**src/rtl/pcm_serial_port.sv**
```systemverilog
module pcm_serial_port #(
  parameter int W    = 16,
  parameter int SYNC = 2,
  localparam int CW  = $clog2(W + 1)
) (
  input  logic         clk,
  input  logic         rst_n,
  input  logic         bclk,
  input  logic         fsync,
  input  logic         sdin,
  input  logic [W-1:0] tx_data,
  output logic         sdout,
  output logic [W-1:0] rx_data,
  output logic         rx_valid
);

  logic [SYNC-1:0] b_sy, f_sy, d_sy;
  logic            b_d;

  always_ff @(posedge clk or negedge rst_n) begin
    if (!rst_n) begin
      b_sy <= '0;
      f_sy <= '0;
      d_sy <= '0;
      b_d  <= 1'b0;
    end else begin
      b_sy <= {b_sy[SYNC-2:0], bclk};
      f_sy <= {f_sy[SYNC-2:0], fsync};
      d_sy <= {d_sy[SYNC-2:0], sdin};
      b_d  <= b_sy[SYNC-1];
    end
  end

  wire b_s  = b_sy[SYNC-1];
  wire fs_s = f_sy[SYNC-1];
  wire di_s = d_sy[SYNC-1];
  wire rise = b_s & ~b_d;
  wire fall = ~b_s & b_d;
  wire start = fall & fs_s;

  logic [W-1:0]  tx_sh;
  logic [CW-1:0] tx_left;

  always_ff @(posedge clk or negedge rst_n) begin
    if (!rst_n) begin
      tx_sh   <= '0;
      tx_left <= '0;
      sdout   <= 1'b0;
    end else if (start) begin
      tx_sh   <= tx_data;
      tx_left <= CW'(W);
    end else if (rise) begin
      if (tx_left != '0) begin
        sdout   <= tx_sh[W-1];
        tx_sh   <= {tx_sh[W-2:0], 1'b0};
        tx_left <= tx_left - 1'b1;
      end else begin
        sdout   <= 1'b0;
      end
    end
  end

  logic [W-1:0]  rx_sh;
  logic [CW-1:0] rx_cnt;
  logic          rx_on;
  wire           rx_last = rx_on && (rx_cnt == CW'(W - 1));

  always_ff @(posedge clk or negedge rst_n) begin
    if (!rst_n) begin
      rx_sh    <= '0;
      rx_cnt   <= '0;
      rx_on    <= 1'b0;
      rx_data  <= '0;
      rx_valid <= 1'b0;
    end else begin
      rx_valid <= 1'b0;
      if (start) begin
        rx_cnt <= '0;
        rx_on  <= 1'b1;
      end else if (fall && rx_on) begin
        rx_sh  <= {rx_sh[W-2:0], di_s};
        rx_cnt <= rx_cnt + 1'b1;
        if (rx_last) begin
          rx_data  <= {rx_sh[W-2:0], di_s};
          rx_valid <= 1'b1;
          rx_on    <= 1'b0;
        end
      end
    end
  end

endmodule


```
**config.mk**
```make
export PLATFORM = sky130hd
export DESIGN_NAME = pcm_serial_port
export DESIGN_NICKNAME = d
export VERILOG_FILES = /design/src/rtl/pcm_serial_port.sv
export SDC_FILE = /design/constraint.sdc
export NUM_CORES = 1
export LEC_CHECK = 0
export ABC_CLOCK_PERIOD_IN_PS = 5840
export BUFFER_PORTS_ARGS = -buffer_cell sky130_fd_sc_hd__buf_2
export CAP_MARGIN = 20
export CORE_MARGIN = 2
export CORE_UTILIZATION = 40
export DETAILED_ROUTE_END_ITERATION = 6
export PLACE_DENSITY_LB_ADDON = 0.05
export SLEW_MARGIN = 20
export SYNTH_ARGS = -nofsm -noshare
export SYNTH_HDL_FRONTEND = slang
export SYNTH_SLANG_ARGS = --single-unit
```
**constraint.sdc**
```tcl
create_clock -name clk -period 5.84 [get_ports clk]
set_input_delay 0 -clock clk [delete_from_list [all_inputs] [get_ports clk]]
set_output_delay 0 -clock clk [all_outputs]
set_load 0.01 [all_outputs]
```
==> Flow_metrics.wiki <==
{| class="wikitable"
! Metric !! Value
|-
| Flops & latches, synth || between 60 and 70
|-
| Crit path capture type || flop
|-
| Count of unresolved DRC violations after routing || 0
|-
| R2R cell count || 5
|-
| Die height || a little under 90 µm
|-
| Via count of the first global-routing pass || 1,851
|-
| Cell chosen for the clock root || clkbuf_8
|-
| Top Family by Delay on Critical Path || simple AND/OR/NAND/NOR gates
|-
| Power density relative to cell area || 342 nW/µm²
|-
| Combined global-route utilization of all metal layers || 15.4%
|-
| Vias per std cell || 5.20
|-
| Final Hold Fails || 0
|-
| Post-synthesis cell area || between 2000 and 3000 µm²
|-
| Overall via count from detail_route || around 1,800
|-
| Post-synth net total || 223
|-
| Horizontal extent of the die || ~87 µm
|-
| Required @ worst endpoint || 6.11 ns
|-
| CTS sink count || 67
|-
| Status || finished, final reports clean
|-
| Leading cell types by total area after synthesis || dfrtp_1 61%, mux2_2 13%, a221o_1 5.1%, and3_2 1.9%, and3_1 1.8%
|-
| Area share of the leading cell type in the synthesized netlist || between 60% and 70%
|-
| Diode count || 0
|-
| Total of endpoints with negative setup slack in the final report || 0
|-
| Minimum clock period || 2.18 ns
|-
| Largest net degree at the start of global routing || 68
|-
| Total of fill cells in the finished design || 591
|-
| Antenna violations before repair || 0
|-
| Net count, final || between 200 and 300
|-
| Count of warnings emitted by yosys || 0
|-
| Total of max-cap violations || 0
|-
| Detailed placement HPWL || 3.07 mm
|-
| Max rail drop VDD || 0.150 mV
|-
| Fraction of final layout cells sized beyond drive strength 1 || a little under two fifths
|-
| Hold Path Class || input pin to flop
|-
| Setup slack on the worst flop-to-flop path || around 3.7 ns
|-
| Die ar. || about 7500 µm²
|-
| Number of max-slew violations in the final report || 0
|-
| Layout overhead on the synthesized area || 23.5%
|-
| Arrival @ worst endpoint || between 2 and 2.5 ns
|-
| Count of buffer and inverter cells on the critical path || 1
|-
| Part of the Yosys area used for sequential elements || between 60% and 70%
|-
| Antenna Nets Post-Route || 0
|-
| Drt first-iter violations || roughly 110
|-
| Static Leak || roughly 1.7 nW
|-
| Stage delay of the slowest cell on the critical path || 0.74 ns
|-
| Final worst hold slack || roughly 0.31 ns
|-
| RSZ-0062 raised after global routing || no
|-
| Average routed wire per standard cell || roughly 15 µm
|-
| Num CTS Buffers || 9
|-
| Reg-to-Reg End || tx_left[0]$_DFFE_PN0P_
|-
| Grt total ovfl || 0
|-
| Initial DRT Pass Iterations || 4
|-
| Number of stages on the worst hold path || 2
|-
| Critical path depth || 5
|-
| Storage element area || around 1700 µm²
|-
| Port buffer count || 38
|-
| Slowest stage cell, crit path || or4b_1
|-
| Design Power || 1.16 mW
|-
| Clock tree from TritonCTS || yes
|-
| Launch point of the worst hold path || fsync
|-
| Starting Density || between 40% and 50%
|-
| Worst slew pin tran || 0.825 ns
|-
| Clock latency on the worst-skew pair || 0.33 ns
|-
| Routed Wire Length || slightly above 5 mm
|-
| Critical setup path kind || flop to flop
|-
| First-pass GRT wire length || a little under 9 mm
|-
| Clock skew || 0.00683 ns
|-
| Combined area of the multi-input logic cells || just under 1000 µm²
|-
| Syn Inst Count || a little under 200
|-
| Crit start category || flop
|-
| Cell taking the most area after synthesis || dfrtp_1
|-
| Clock-pin slew on the worst setup and hold paths || 0.07 ns
|-
| Number of buffers added for setup after CTS || 0
|-
| Maximum frequency from static timing analysis || ~460 MHz
|-
| Post-Route Utilization || between 50% and 60%
|-
| Largest driver fanout on the critical path || 19
|-
| Critical path endpoint || tx_left[0]$_DFFE_PN0P_
|-
| Routability Congestion || 0.696
|-
| Core area || between 6000 and 7000 µm²
|-
| CTS H-tree lvls || 3
|-
| Crit. Startpoint || tx_left[0]$_DFFE_PN0P_
|-
| Total I/O pin count || 39
|-
| Number of buffers on the longest clock path || 2
|-
| PostCTS Resize Cnt || 0
|-
| Number of library cell types mapped by synthesis || 38
|-
| CP cell instances || inv_1 -> ha_1 -> or4b_1 -> a21oi_4 -> mux2_2
|-
| Cell Rows || 30
|-
| Worst slew slack as a fraction of its limit || roughly 45%
|-
| Leading cell types in the layout, fill and taps excluded || 67 x dfrtp_1, 38 x buf_2, 32 x mux2_2, 20 x dlygate4sd3_1, 14 x a221o_1
|-
| Most common library cell in the layout ignoring fill and taps || dfrtp_1
|-
| Syn Area/Cell || approximately 14 µm²
|-
| Post-Route Setup TNS || 0 ns
|-
| Beginning of the worst register-to-register path || tx_left[0]$_DFFE_PN0P_
|-
| Post-route fraction of the period consumed by the critical path || a little under two fifths
|}
[worst register-to-register path, stage by stage (launching register included)]
cell and delay, ns:
dfrtp_1 0.41, inv_1 0.07, ha_1 0.18, or4b_1 0.74, a21oi_4 0.49, mux2_2 0.25
[synthesized netlist by cell type (all sizes together)]
cell type / number
and2: 1
and4bb: 1
dfrtp: 67
or3: 1
nor2b: 4
o2bb2ai: 1
nand4: 1
nand3: 3
ha: 3
inv: 7
o22ai: 1
and3b: 1
nand2b: 1
and3: 15
a22oi: 2
nor3: 1
buf: 7
a31o: 1
nand3b: 1
nor4bb: 1
a221o: 14
mux2i: 3
a31oi: 2
clkbuf: 4
o21ai: 6
o211ai: 1
a21oi: 4
nand2: 11
o41ai: 1
or4b: 1
mux2: 32
[how the worst min path moves through the flow]
stage,to,slack (ns)
finish,f_sy[0]$_DFF_PN0_,0.31
global route,f_sy[0]$_DFF_PN0_,0.27
CTS,f_sy[0]$_DFF_PN0_,0.28
detailed placement,f_sy[0]$_DFF_PN0_,0.11
global placement,f_sy[0]$_DFF_PN0_,0.11
floorplan,b_d$_DFF_PN0_,-0.30
[cell type report]
class	count	area share, %
clock inverters	5	2.29
clock buffers	10	4.07
repair buffers	59	11.8
flip-flops and latches	67	49.6
multi-input cells	114	28.5
well taps	80	2.96
inverters	7	0.777
[sequential cells by signal, summed over array words and instances, names as in the netlist]
name and count:
rx_data 16, tx_sh 16, rx_sh 15, rx_cnt 5, tx_left 5, b_sy 2
d_sy 2, f_sy 2, b_d 1, rx_on 1, rx_valid 1, sdout 1
[through the flow]
| step | worst slack, ns | instance area, µm² | cells |
|---|---|---|---|
| after detailed placement | 3.69 | 2960 | 307 |
| final | 3.66 | 3380 | 342 |
| after global routing | 3.51 | 3380 | 342 |
| after global placement | 3.77 | 2960 | 307 |
| after floorplan | 4.01 | 2740 | 199 |
| after CTS | 3.66 | 3380 | 342 |
[metal layers]
layer  routed length, µm  vias up  track usage [%]
met5                   0        -                0
met2                2440       44             23.1
met1                2390      879             19.5
li1                    -      850                -
met4                  42        0             7.67
met3                 202        4             5.62
[cells by family (layout without fill, tap and decap cells)]
group                      count (synthesis)  after routing  synth area share [%]
muxes                                     35             35                  14.3
and+or+nand+nor                           43             43                  9.69
adders and majority gates                  3              3                  1.37
DFF                                       67             67                  61.2
buffers and inverters                     18             81                  3.61
AOI/OAI and AO/OA                         33             33                  9.83
[power by group]
group,internal [mW],switching (mW)
sequential,0.536,0.0532
combinational,0.0833,0.0629
clock,0.248,0.171
[repair_timing]
item                                    4_1_cts  5_1_grt
hold buffers                                 20        0
endpoints found under the setup margin        0        0
endpoints found under the hold margin        86        0
(Power assumes the default switching activity.)
